==> src/rtl/alm_pkg.sv <==
// Package: shared alarm byte layout and widths for the alarm matcher.
// Assumes the time source presents 7-bit BCD fields (tens 6:4, units 3:0).
package alm_pkg;
    localparam int unsigned BYTE_W = 8;
    localparam int unsigned VAL_W  = 7;

    typedef struct packed {
        logic       mask;   // 1 = field ignored
        logic [2:0] tens;
        logic [3:0] units;
    } alm_field_t;
endpackage

==> src/rtl/alm_regs.sv <==
// Module: alarm byte register file, one byte per time field.
// Assumes writes are gated by wr_en; addresses beyond N_FIELDS are dropped.
module alm_regs #(
    parameter int unsigned N_FIELDS = 4,
    parameter int unsigned ADDR_W   = $clog2(N_FIELDS)
) (
    input  logic                                  clk,
    input  logic                                  rst_n,
    input  logic                                  wr_en,
    input  logic                                  reg_wr,
    input  logic [ADDR_W-1:0]                     reg_addr,
    input  logic [alm_pkg::BYTE_W-1:0]            reg_wdata,
    output alm_pkg::alm_field_t [N_FIELDS-1:0]    alarm_q
);
    for (genvar gi = 0; gi < N_FIELDS; gi++) begin : g_byte
        // Purpose: hold one alarm byte, load it on an enabled write to its address.
        always_ff @(posedge clk) begin
            if (!rst_n)
                alarm_q[gi] <= '0;
            else if (wr_en && reg_wr && (reg_addr == ADDR_W'(gi)))
                alarm_q[gi] <= alm_pkg::alm_field_t'(reg_wdata);
        end
    end

    // bytes never move while the write enable is low
    p_write_gate_r9: assert property (@(posedge clk) disable iff (!rst_n)
        (rst_n && !wr_en) |=> $stable(alarm_q));
endmodule

==> src/rtl/alm_field_cmp.sv <==
// Module: single-field comparator; a masked field always reports a match.
// Assumes the current value uses the same 7-bit BCD layout as the alarm byte.
module alm_field_cmp (
    input  alm_pkg::alm_field_t         alarm,
    input  logic [alm_pkg::VAL_W-1:0]   cur,
    output logic                        ok
);
    // Purpose: field passes when masked or when tens and units both agree.
    always_comb begin
        ok = alarm.mask || ({alarm.tens, alarm.units} == cur);
    end
endmodule

==> src/rtl/alm_flag.sv <==
// Module: sticky alarm flag and one-cycle match pulse.
// Assumes hit is already qualified by the seconds tick.
module alm_flag (
    input  logic clk,
    input  logic rst_n,
    input  logic hit,
    input  logic flags_rd,
    output logic alarm_flag,
    output logic match_pulse
);
    // Purpose: set the flag on a hit (a hit wins over a read), clear it on a read.
    always_ff @(posedge clk) begin
        if (!rst_n)
            alarm_flag <= 1'b0;
        else if (hit)
            alarm_flag <= 1'b1;
        else if (flags_rd)
            alarm_flag <= 1'b0;
    end

    // Purpose: register the hit as a one-cycle pulse.
    always_ff @(posedge clk) begin
        if (!rst_n)
            match_pulse <= 1'b0;
        else
            match_pulse <= hit;
    end

    // a hit leaves both the flag and the pulse set, even with a read
    p_hit_wins_r8: assert property (@(posedge clk) disable iff (!rst_n)
        (rst_n && hit) |=> (alarm_flag && match_pulse));
    // a read without a hit clears the flag
    p_read_clears_r7: assert property (@(posedge clk) disable iff (!rst_n)
        (rst_n && flags_rd && !hit) |=> !alarm_flag);
    // without a read the flag stays set
    p_sticky_r7: assert property (@(posedge clk) disable iff (!rst_n)
        (rst_n && alarm_flag && !flags_rd) |=> alarm_flag);
    // no pulse after a cycle without a hit
    p_pulse_one_r10: assert property (@(posedge clk) disable iff (!rst_n)
        (rst_n && !hit) |=> !match_pulse);
endmodule

==> src/rtl/alarm_matcher.sv <==
// Module: top of the masked BCD alarm matcher.
// Assumes cur_time packs N_FIELDS 7-bit BCD fields, with field 0 (seconds) in the low bits.
module alarm_matcher #(
    parameter int unsigned N_FIELDS = 4,
    localparam int unsigned ADDR_W  = $clog2(N_FIELDS),
    localparam int unsigned TIME_W  = N_FIELDS * alm_pkg::VAL_W
) (
    input  logic                       clk,
    input  logic                       rst_n,
    input  logic                       sec_tick,
    input  logic [TIME_W-1:0]          cur_time,
    input  logic                       wr_en,
    input  logic                       reg_wr,
    input  logic [ADDR_W-1:0]          reg_addr,
    input  logic [alm_pkg::BYTE_W-1:0] reg_wdata,
    input  logic                       flags_rd,
    output logic                       alarm_flag,
    output logic                       match_pulse
);
    alm_pkg::alm_field_t [N_FIELDS-1:0] alarm_q;
    logic [N_FIELDS-1:0]                field_ok;
    logic [N_FIELDS-1:0]                field_mask;
    logic                               hit;

    alm_regs #(.N_FIELDS(N_FIELDS), .ADDR_W(ADDR_W)) u_regs (
        .clk       (clk),
        .rst_n     (rst_n),
        .wr_en     (wr_en),
        .reg_wr    (reg_wr),
        .reg_addr  (reg_addr),
        .reg_wdata (reg_wdata),
        .alarm_q   (alarm_q)
    );

    for (genvar gi = 0; gi < N_FIELDS; gi++) begin : g_cmp
        alm_field_cmp u_cmp (
            .alarm (alarm_q[gi]),
            .cur   (cur_time[gi*alm_pkg::VAL_W +: alm_pkg::VAL_W]),
            .ok    (field_ok[gi])
        );
        assign field_mask[gi] = alarm_q[gi].mask;
    end

    // Purpose: evaluate the match only on a seconds tick.
    always_comb begin
        hit = sec_tick && (&field_ok);
    end

    alm_flag u_flag (
        .clk         (clk),
        .rst_n       (rst_n),
        .hit         (hit),
        .flags_rd    (flags_rd),
        .alarm_flag  (alarm_flag),
        .match_pulse (match_pulse)
    );

    // outputs are clear after a reset cycle
    p_reset_r1: assert property (@(posedge clk)
        !rst_n |=> (!alarm_flag && !match_pulse));
    // no tick, no pulse
    p_tick_only_r5: assert property (@(posedge clk) disable iff (!rst_n)
        (rst_n && !sec_tick) |=> !match_pulse);
    // all fields masked means every tick matches
    p_all_masked_r6: assert property (@(posedge clk) disable iff (!rst_n)
        (rst_n && sec_tick && (&field_mask)) |=> match_pulse);
    // a pulse always comes with the flag set
    p_pulse_flag_r3: assert property (@(posedge clk) disable iff (!rst_n)
        match_pulse |-> alarm_flag);
endmodule

==> config.mk <==
export PLATFORM = sky130hd
export DESIGN_NAME = alarm_matcher
export DESIGN_NICKNAME = d
export VERILOG_FILES = /design/src/rtl/alm_pkg.sv /design/src/rtl/alm_regs.sv /design/src/rtl/alm_field_cmp.sv /design/src/rtl/alm_flag.sv /design/src/rtl/alarm_matcher.sv
export SDC_FILE = /design/constraint.sdc
export NUM_CORES = 1
export LEC_CHECK = 0
export BUFFER_PORTS_ARGS = -buffer_cell sky130_fd_sc_hd__buf_2
export CAP_MARGIN = 15
export CORE_MARGIN = 3
export CORE_UTILIZATION = 35
export DETAILED_ROUTE_END_ITERATION = 8
export HOLD_SLACK_MARGIN = 0.12
export MAX_ROUTING_LAYER = met4
export PLACE_DENSITY = 0.61
export SETUP_SLACK_MARGIN = 0.3
export SYNTH_ARGS = -nofsm -noshare
export SYNTH_HDL_FRONTEND = slang
export SYNTH_HIERARCHICAL = 1
export SYNTH_SLANG_ARGS = --single-unit
==> constraint.sdc <==
create_clock -name clk -period 1.8 [get_ports clk]
set_clock_uncertainty 0.15 [all_clocks]
set_input_delay 0.09 -clock clk [delete_from_list [all_inputs] [get_ports clk]]
set_output_delay 0.09 -clock clk [all_outputs]
set_load 0.01 [all_outputs]
======== Word level (Yosys, flattened, before mapping) ========
Index checks and enable logic that the tools add are counted.
word-level totals
  bits in registers ....................... 34
  memory bits (read-only) ................. 0
  word-level logic and storage cells ...... 36
  memories ................................ 0
  RAM bits ................................ 0
  latch bits .............................. 0
operators by class
  eq/ne operators ......................... 7
  shift-type cells ........................ 0
  reductions and logical operators ........ 13
  multiply operators ...................... 0
  $lt $le $gt $ge ......................... 0
  div/mod/pow operators ................... 0
  bitwise operators ....................... 0
  $add $sub $neg .......................... 0
  muxes and demuxes ....................... 2
operator list
  kind                                                             count
  7-bit == test                                                    4
  1-bit logical AND                                                6
  2-bit == test, second input constant                             2
  1-bit logical OR                                                 4
  4-bit AND reduction                                              1
  2-bit by 1-bit == test with 1-bit output, second input constant  1
  2-bit zero test                                                  1
  1-bit 2-to-1 mux                                                 2
  2-bit nonzero test                                               1

======== Logic depth before layout (Yosys ltp) ========
Gate-level depths: netlist of run 1.
  word-level depth ........................ 5
  gate-level depth with buffers ........... 6

======== Cells and area by module ========
Netlist of run 1, hierarchy kept.
by module, submodules not included
  module         times used  seq. area each (um2)  cells each  area an instance (um2)
  alm_regs       1           640.6                 115         1196.1
  alm_field_cmp  4           0.0                   9           77.6
  alm_flag       1           40.0                  5           67.6
  alarm_matcher  1           0.0                   3           12.5

======== Worst setup path before layout of run 1 ========
Ideal clock, no wire load.
  path type ............................... flip-flop to flip-flop
  start point ............................. reg, netlist name u_regs/alarm_q[1]
  end point ............................... reg u_flag.match_pulse
  arrival ................................. 1143 ps
  cell stages (with the launch flop) ...... 7
  path slack .............................. 448 ps
  path through ............................ dfxtp_1 > xor2_1 > nor4_1 > a41o_1 > nand3_1 > nor2_1 > and2_1
between the ends
  cells in the longest elaborated chain, start to end .. 4
RTL lines
  what                  line                 text
  7-bit == test         alm_field_cmp.sv:10  ok = alarm.mask || ({alarm.tens, alarm.units} == cur);
  1-bit logical OR      alm_field_cmp.sv:10
  via field_ok[0]       alarm_matcher.sv:21  logic [N_FIELDS-1:0] field_ok;
  4-bit AND reduction   alarm_matcher.sv:46  hit = sec_tick && (&field_ok);
  1-bit logical AND     alarm_matcher.sv:46
  via hit               alarm_matcher.sv:23  logic hit;
  end signal, assigned  alm_flag.sv:26       match_pulse <= hit;
  end, declared         alm_flag.sv:9        output logic match_pulse
The timed path passes the listed nets, and every way through them passes these cells.
A chain may end at the register's enable or synchronous reset.

======== Final worst setup path of run 1 ========
  start point ............................. reg, netlist name u_regs/alarm_q[10]
  end point ............................... reg u_flag.match_pulse
between the ends
  cells in the longest elaborated chain, start to end .. 4
RTL lines
  what                 line
  7-bit == test        alm_field_cmp.sv:10
  1-bit logical OR     alm_field_cmp.sv:10
  via field_ok[1]      alarm_matcher.sv:21
  4-bit AND reduction  alarm_matcher.sv:46
  1-bit logical AND    alarm_matcher.sv:46
  via hit              alarm_matcher.sv:23
The timed path passes the listed nets, and every way through them passes these cells.

==> results.py, run 1 <==
metrics = {
    "clock_tree": {
        "cts_inserted_buffers": 5,
        "clk_pin_slew_ns": 0.07,
        "clkLatencyLatePin_ns": 0.28,
        "clock_sinks": 34,
        "clk_path_buf_depth": 2,
        "post-cts-setup-buffers": 0,
        "h-tree-depth": 2,
        "root_buffer": "clkbuf_8",
        "cts_tree": "done",
    },
    "detailed_routing": {
        "avgRoutedWirePerCell_um": 13.2,
        "wirelength_um": 3560,
        "vias_per_cell": 4.63,
        "dr.first_iter.drc_count": 34,
        "drc": 0,
        "drt_pass1_iterations": 4,
        "final_antenna_net_count": 0,
        "vias": 1251,
    },
    "sta": {
        "rsz0062_at_grt": "true",
        "worst_slew_pin_slew_ns": 0.505,
        "period_needed_ns": 1.53,
        "final_max_slew_viol_count": 0,
        "hold_viol": 0,
        "fin_setup_tns_ns": 0,
        "period_share_pct": 85.0,
        "clock.fmax_mhz": 654,
        "hold_ws_ns": 0.123,
        "maxSlewHeadroom_pct": 66.3,
        "finalSetupViolations": 0,
    },
    "cells_and_area": {
        "syn_to_final_growth_pct": 33.6,
        "fin_nets": 263,
        "multi_input_area_um2": 913,
        "fillers": 397,
        "layout-drive-gt1-share_pct": 31.8,
        "n_antenna_cell": 0,
        "final_cell_mix": "buf_2, nand2_1, mux2i_1, dfxtp_1, xor2_1",
        "regArea_um2": 687,
        "final_common_cell": "buf_2",
    },
    "floorplanning": {
        "ioPinCount": 46,
        "dieArea_um2": 5380,
        "die_h_um": 73.3,
        "core_area_um2": 4170,
        "initial_core_util_pct": 38.0,
        "die_w_um": 73.3,
        "rows": 23,
    },
    "placed_design": {
        "port_buffers": 45,
        "hpwl_um": 2620,
        "gp_congestion": 0.700,
    },
    "critical_path": {
        "cp_data_arrival_time_ns": 1.60,
        "cp_max_fo": 2,
        "reg2regPathDepth": 6,
        "regToRegEndpoint": "u_flag/match_pulse",
        "ff2ff_setup_slack_ns": 0.27,
        "worstPathRequired_ns": 1.87,
        "cp-start-kind": "flop",
        "rr_startpoint": "u_regs/alarm_q[10]",
        "crit_chain": "xor2_2 -> nor4_2 -> a41o_1 -> nand3_2 -> nor2_2 -> and2_1",
        "critical_path.max_stage_delay_ns": 0.34,
        "critPathLaunch": "u_regs/alarm_q[10]",
        "cp-end-kind": "flop",
        "slowest_stage": "nor4_2",
        "cp-endpoint": "u_flag/match_pulse",
        "path_class": "flop to flop",
    },
    "pwr": {
        "internal-power_mw": 1.18,
        "combPwrFrac_pct": 12.4,
        "total_power_mw": 1.54,
        "share_seq_of_total_power_pct": 50.6,
        "power_frac_clock_pct": 37.0,
        "p_leak_nw": 1.03,
        "ir_worst_vdd_mv": 0.400,
        "power.density_nw_per_um2": 726,
        "swShare_pct": 23.6,
        "power_switching_mw": 0.363,
    },
    "global_route": {
        "track_usage_pct": 14.8,
        "grt_pass1_vias": 1312,
        "overflow": 0,
        "antenna_found_initial": 0,
        "grt_pass1_wl_um": 5820,
        "grt_max_degree": 27,
    },
    "synthesis": {
        "syn_inst": 159,
        "ys_types": 19,
        "ys_seq_elements": 34,
        "syn_avg_cell_area_um2": 9.98,
        "synth_top_area_share_pct": 42.9,
        "yosys_warnings": 6,
        "synthTopCellsByArea": "dfxtp_1, mux2i_1, nand2_1, xor2_1, xnor2_1",
        "ys_seq_area_share_pct": 42.9,
        "yosys.area.top_type": "dfxtp_1",
        "netlist_area_um2": 1590,
        "synthesis.nets": 203,
    },
    "run": {
        "drv_cap": 0,
    },
    "status": {
        "status": "completed",
    },
    "min_path": {
        "min-delay-path-class": "input port to flop",
    },
}
[cell families (layout without fill, tap and decap cells)]
group	count (synthesis)	in the layout	share of synthesized area, %
flops	34	34	42.9
mux	32	32	20.2
buf+inv	7	68	2.68
simple gates	53	53	15.8
xor+xnor	28	28	15.5
compound gates	5	5	3.00
[state kept, by name (all words and copies together) (netlist names)]
| name | cells |
|---|---|
| u_flag/alarm_flag | 1 |
| u_regs/alarm_q | 32 |
| u_flag/match_pulse | 1 |
[critical path, delay by kind of cell (launching register included)]
family	cells	cell delay [ns]
AND/OR/NAND/NOR	4	0.63
flip-flops	1	0.33
XOR/XNOR	1	0.15
AO/OA/AOI/OAI	1	0.22
[Yosys cell counts]
| library cell | number |
|---|---|
| o21a_1 | 1 |
| nand3_1 | 1 |
| nand4b_1 | 2 |
| and2_1 | 1 |
| buf_6 | 1 |
| buf_2 | 1 |
| nand4_2 | 1 |
| nor2_1 | 1 |
| nand2_1 | 41 |
| buf_4 | 2 |
| nor4_1 | 4 |
| a41o_1 | 4 |
| xor2_1 | 16 |
| clkbuf_1 | 3 |
| nor2b_4 | 1 |
| xnor2_1 | 12 |
| mux2i_1 | 32 |
| dfxtp_1 | 34 |
| and4bb_1 | 1 |
[cell type report]
type	count	area share, %
Clock buffer	7	4.07
Sequential cell	34	32.4
Multi-Input combinational cell	118	43.1
Clock inverter	1	0.236
Timing Repair Buffer	60	17.2
Tap cell	50	2.95
[power by group through the flow]
stage	sequential, mW	combinational [mW]	clock (mW)
final	0.779	0.192	0.570
after floorplan	0.793	0.0866	0
after global routing	0.780	0.210	0.625
after detailed placement	0.795	0.164	0
after global placement	0.795	0.164	0
after CTS	0.778	0.187	0.588
[what timing repair did]
| item | 4_1_cts | 5_1_grt |
|---|---|---|
| resized for setup | 5 | 8 |
| pin swaps | 3 | 8 |
| hold buffers | 11 | 0 |
| hold endpoints to repair | 34 | 0 |
| endpoints found under the setup margin | 2 | 2 |
[how the worst min path moves through the flow]
| stage | from | to | cells after the start |
|---|---|---|---|
| after global routing | rst_n | u_regs/alarm_q[5] | 3 |
| after detailed placement | flags_rd | u_flag/alarm_flag | 3 |
| final | rst_n | u_regs/alarm_q[9] | 3 |
| after CTS | rst_n | u_regs/alarm_q[18] | 3 |
| after global placement | flags_rd | u_flag/alarm_flag | 3 |
| after floorplan | rst_n | u_flag/alarm_flag | 1 |
[per-stage QoR]
stage | worst slack [ns] | cells | utilization (%) | area [um2]
CTS | 0.247 | 270 | 50.0 | 2080
global placement | 0.194 | 251 | 44.6 | 1860
global route | 0.187 | 270 | 50.8 | 2120
finish | 0.270 | 270 | 50.8 | 2120
detailed placement | 0.145 | 251 | 44.6 | 1860
floorplan | 0.448 | 159 | - | 1590
[layer usage]
metal / up-vias / share of wire, % / global-route usage (%)
met2: 42 / 43 / 21.4
met3: 6 / 6.8 / 3.97
met1: 545 / 49 / 19.7
met5: - / 0 / -
met4: 0 / 1.1 / 6.04
li1: 658 / - / -
Power figures use the tool's default switching activity.
==> run 2, diff against run 1 <==
- clock period: 1.8 -> 1.5 ns (I/O delays scaled with it)
==> results.py, run 2 (synthesized netlist as in run 1, its figures left out) <==
metrics = {
    "detailed_routing": {
        "vias_per_cell": 4.59,
        "avgRoutedWirePerCell_um": 13.0,
        "wirelength_um": 3510,
        "drt_pass1_iterations": 4,
        "drc": 0,
        "dr.first_iter.drc_count": 57,
        "vias": 1238,
        "final_antenna_net_count": 0,
    },
    "critical_path": {
        "slowest_stage": "dfxtp_2",
        "ff2ff_setup_slack_ns": -0.008,
        "crit_chain": "xor2_1 -> nor4_1 -> a41o_1 -> nand3_1 -> nor2_1 -> o21a_1",
        "regToRegEndpoint": "u_flag/alarm_flag",
        "cp-end-kind": "flop",
        "cp_data_arrival_time_ns": 1.59,
        "crit_family": "simple AND/OR/NAND/NOR gates",
        "reg2regPathDepth": 6,
        "critical_path.max_stage_delay_ns": 0.32,
        "rr_startpoint": "u_regs/alarm_q[1]",
        "critPathLaunch": "u_regs/alarm_q[1]",
        "path_class": "flop to flop",
        "worstPathRequired_ns": 1.58,
        "cp-start-kind": "flop",
        "cp_max_fo": 2,
        "worst-path-buf-inv": 0,
    },
    "cells_and_area": {
        "final_common_cell": "buf_2",
        "final_core_util_pct": 49.9,
        "syn_to_final_growth_pct": 31.2,
        "regMostFlops": "u_regs/alarm_q",
        "top_regs": "u_regs/alarm_q: 32 flops, u_flag/alarm_flag: 1 flops, u_flag/match_pulse: 1 flops",
        "n_antenna_cell": 0,
        "final_cells": 270,
        "largest_register_ffs": 32,
        "fillers": 400,
        "final_cell_mix": "buf_2, nand2_1, dfxtp_1, mux2i_1, xor2_1",
        "fin_nets": 263,
        "layout-drive-gt1-share_pct": 27.7,
    },
    "pwr": {
        "power.density_nw_per_um2": 886,
        "swShare_pct": 23.4,
        "power_switching_mw": 0.432,
        "share_seq_of_total_power_pct": 50.7,
        "p_leak_nw": 1.03,
        "power_frac_clock_pct": 37.3,
        "internal-power_mw": 1.41,
        "ir_worst_vdd_mv": 0.458,
        "combPwrFrac_pct": 12.1,
        "total_power_mw": 1.84,
    },
    "clock_tree": {
        "clk_path_buf_depth": 2,
        "clock_sinks": 34,
        "root_buffer": "clkbuf_8",
        "clkLatencyLatePin_ns": 0.28,
        "post-cts-setup-buffers": 0,
        "cts_inserted_buffers": 5,
        "cts_tree": "done",
        "clk_pin_slew_ns": 0.06,
        "cts_hold_buffers": 10,
        "h-tree-depth": 2,
    },
    "floorplanning": {
        "rows": 23,
        "core_area_um2": 4170,
        "dieArea_um2": 5380,
        "initial_core_util_pct": 38.0,
        "ioPinCount": 46,
        "die_w_um": 73.3,
        "die_h_um": 73.3,
    },
    "global_route": {
        "grt_pass1_vias": 1207,
        "track_usage_pct": 14.6,
        "grt_max_degree": 21,
        "grt_pass1_wl_um": 5710,
        "overflow": 0,
        "antenna_found_initial": 0,
    },
    "sta": {
        "clock.fmax_mhz": 663,
        "hold_viol": 0,
        "fin_setup_tns_ns": -0.0160,
        "period_needed_ns": 1.51,
        "fin_ws_ns": -0.00823,
        "rsz0062_at_grt": "true",
        "maxSlewHeadroom_pct": 73.2,
        "period_share_pct": 101,
        "worst_slew_pin_slew_ns": 0.401,
        "final_max_slew_viol_count": 0,
        "finalSetupViolations": 2,
    },
    "placed_design": {
        "placed_cells": 252,
        "port_buffers": 45,
        "hpwl_um": 2650,
        "gp_congestion": 0.767,
    },
    "min_path": {
        "hp-start": "rst_n",
        "min-delay-path-class": "input port to flop",
        "holdPathEnd": "u_regs/alarm_q[21]",
        "whs_path_depth": 3,
    },
    "status": {
        "violations": "negative setup slack",
        "status": "finished, violations left",
    },
    "run": {
        "drv_cap": 0,
    },
}
run 2: changes by cell type in the layout (fill, tap and decap cells not counted), sizes merged:
cell / previous run / this run
buf: 49 / 50
dlygate4sd3: 11 / 10
run 2: how the worst max path moves through the flow:
stage	slack (ns)	to	depth (start not counted)
2_1_floorplan	0.16	u_flag/match_pulse	6
3_3_place_gp	-0.04	u_flag/match_pulse	6
3_5_place_dp	-0.07	u_flag/match_pulse	6
4_1_cts	-0.03	u_flag/match_pulse	6
5_1_grt	-0.09	u_flag/alarm_flag	6
6_report	-0.008	u_flag/alarm_flag	6
run 2: power by group through the flow:
stage	Clock (mW)	Combinational [mW]	Sequential, mW
2_1_floorplan	0	0.104	0.951
3_3_place_gp	0	0.203	0.953
3_5_place_dp	0	0.202	0.954
4_1_cts	0.718	0.225	0.934
5_1_grt	0.761	0.244	0.935
6_report	0.687	0.222	0.934
run 2: repair_timing:
action	CTS	global route
setup endpoints to repair	2	2
pin swaps	2	0
endpoints found under the hold margin	34	9
gates resized for setup	2	0
run 2: area by class of cell:
class	count	area, um2	area share (%)
Clock inverter	1	5.00	0.241
Sequential cell	34	682	32.8
Timing Repair Buffer	60	375	18.0
Tap cell	50	62.6	3.01
Multi-Input combinational cell	118	870	41.8
Clock buffer	7	86.3	4.15
run 2: worst register-to-register path, stage by stage (launching register included):
cell and delay, ns:
dfxtp_2 0.32, xor2_1 0.14, nor4_1 0.30, a41o_1 0.22, nand3_1 0.08, nor2_1 0.12
o21a_1 0.13
run 2: layer usage:
layer  GRT usage (%)  vias to the layer above  routed length (um)  part of all wire, %
met3            5.20                        5                 237                  6.7
met5               -                        -                   0                    0
met4            4.23                        0                  45                  1.3
met2            21.5                       29                1580                   45
met1            18.9                      546                1650                   47
li1                -                      658                   -                    -
run 2: per-stage QoR:
step           hold WS [ns]  cell area (um2)  setup WS (ns)
3_3_place_gp          0.263             1880        -0.0436
5_1_grt              0.0907             2080        -0.0920
2_1_floorplan        0.0425             1590          0.163
3_5_place_dp          0.266             1880        -0.0674
6_report             0.0896             2080       -0.00823
4_1_cts              0.0709             2080        -0.0303
==> run 3, diff against run 2 <==
- CORE_UTILIZATION: 35 -> 51
- PLACE_DENSITY: 0.61 -> 0.82
==> results.py, run 3 (synthesized netlist as in run 1, its figures left out) <==
metrics = {
    "critical_path": {
        "cp_max_fo": 2,
        "cp-start-kind": "flop",
        "cp_data_arrival_time_ns": 1.69,
        "reg2regPathDepth": 6,
        "worstPathRequired_ns": 1.63,
        "cp-endpoint": "u_flag/match_pulse",
        "rr_startpoint": "u_regs/alarm_q[11]",
        "cp-end-kind": "flop",
        "regToRegEndpoint": "u_flag/match_pulse",
        "critPathLaunch": "u_regs/alarm_q[11]",
        "path_class": "flop to flop",
        "ff2ff_setup_slack_ns": -0.06,
    },
    "sta": {
        "final_max_slew_viol_count": 0,
        "clock.fmax_mhz": 642,
        "period_needed_ns": 1.56,
        "period_share_pct": 104,
        "worst_slew_pin_slew_ns": 0.353,
        "hold_viol": 0,
        "finalSetupViolations": 2,
        "maxSlewHeadroom_pct": 76.5,
        "rsz0062_at_grt": "true",
        "fin_ws_ns": -0.0586,
    },
    "global_route": {
        "antenna_found_initial": 0,
        "grt_max_degree": 22,
        "grt_pass1_wl_um": 5890,
        "overflow": 0,
        "track_usage_pct": 22.2,
        "grt_pass1_vias": 1428,
    },
    "pwr": {
        "total_power_mw": 1.68,
        "power.density_nw_per_um2": 781,
        "p_leak_nw": 1.09,
        "ir_worst_vdd_mv": 0.607,
    },
    "placed_design": {
        "placed_cell_area_um2": 1850,
        "pre_cts_slack_ns": -0.0914,
        "port_buffers": 45,
        "gp_congestion": 0.804,
        "placed_cells": 234,
        "hpwl_um": 2660,
    },
    "detailed_routing": {
        "vias_per_cell": 5.28,
        "drc": 0,
        "final_antenna_net_count": 0,
        "wirelength_um": 4070,
        "avgRoutedWirePerCell_um": 15.7,
        "drt_pass1_iterations": 4,
        "vias": 1373,
        "dr.first_iter.drc_count": 47,
    },
    "floorplanning": {
        "rows": 19,
        "dieArea_um2": 3820,
        "core_area_um2": 2850,
        "die_h_um": 61.8,
        "initial_core_util_pct": 55.6,
        "die_w_um": 61.8,
        "ioPinCount": 46,
    },
    "cells_and_area": {
        "top_regs": "u_regs/alarm_q: 32 flops, u_flag/alarm_flag: 1 flops, u_flag/match_pulse: 1 flops",
        "layout-drive-gt1-share_pct": 28.8,
        "final_core_util_pct": 75.5,
        "syn_to_final_growth_pct": 35.8,
        "fin_area_um2": 2150,
        "regMostFlops": "u_regs/alarm_q",
        "final_common_cell": "buf_2",
        "fin_nets": 274,
        "final_cell_mix": "buf_2, nand2_1, dfxtp_1, mux2i_1, dlygate4sd3_1",
        "fillers": 206,
        "largest_register_ffs": 32,
        "n_antenna_cell": 0,
        "final_cells": 260,
    },
    "clock_tree": {
        "cts_inserted_buffers": 5,
        "clkLatencyLatePin_ns": 0.33,
        "clock_sinks": 34,
        "cts_tree": "done",
        "clk_path_buf_depth": 2,
        "clk_pin_slew_ns": 0.10,
        "h-tree-depth": 2,
        "root_buffer": "clkbuf_4",
    },
    "status": {
        "violations": "negative setup slack",
        "status": "finished, violations left",
    },
    "run": {
        "drv_cap": 0,
    },
    "min_path": {
        "min-delay-path-class": "input port to flop",
        "whs_path_depth": 3,
    },
}
-- run 3: through the flow --
step                      hold slack (ns)  setup TNS [ns]
after CTS                          0.0153         -0.0769
final                              0.0276          -0.102
after global placement              0.254          -0.121
after global routing               0.0294          -0.258
after floorplan                    0.0425               0
after detailed placement            0.265          -0.170
-- run 3: final cells by class --
cell class / count / area [um2] / area share, %
multi-input combinational: 118 / 898 / 41.7
sequential: 34 / 683 / 31.7
clock buffer: 6 / 51.3 / 2.38
tap: 31 / 38.8 / 1.80
timing repair buffer: 71 / 483 / 22.4
-- run 3: repair_timing --
action                                  CTS  global route
hold buffers                             15             4
resized for setup                         4             8
setup buffers                             0             1
pin swaps                                 3             6
endpoints found under the hold margin    34            14
endpoints found under the setup margin    2            19
-- run 3: worst min path at each step --
stage                   from                 end  slack [ns]
floorplan              rst_n   u_flag/alarm_flag        0.04
global placement    flags_rd   u_flag/alarm_flag        0.25
detailed placement  flags_rd   u_flag/alarm_flag        0.26
CTS                    rst_n  u_regs/alarm_q[16]        0.02
global route           rst_n  u_regs/alarm_q[16]        0.03
finish                 rst_n  u_regs/alarm_q[16]        0.03
-- run 3: power breakdown --
| group | switching (mW) | leakage [nW] | internal (mW) |
|---|---|---|---|
| Sequential | 0.0129 | 0.276 | 0.921 |
| Combinational | 0.116 | 0.784 | 0.138 |
| Clock | 0.284 | 0.0302 | 0.211 |
-- run 3: layer usage --
metal / vias to the layer above / share of wire [%] / GRT usage, %
met5: - / 0 / -
met4: 0 / 2.4 / 9.39
met3: 13 / 4.2 / 5.79
met2: 42 / 51 / 39.3
met1: 639 / 43 / 23.2
li1: 679 / - / -
-- run 3: worst max-delay path, cell delays in order, from the launching register on --
cell and delay, ns:
dfxtp_1 0.34, xor2_1 0.16, nor4_2 0.30, a41o_1 0.20
nand3_1 0.09, nor2_1 0.14, and2_1 0.14
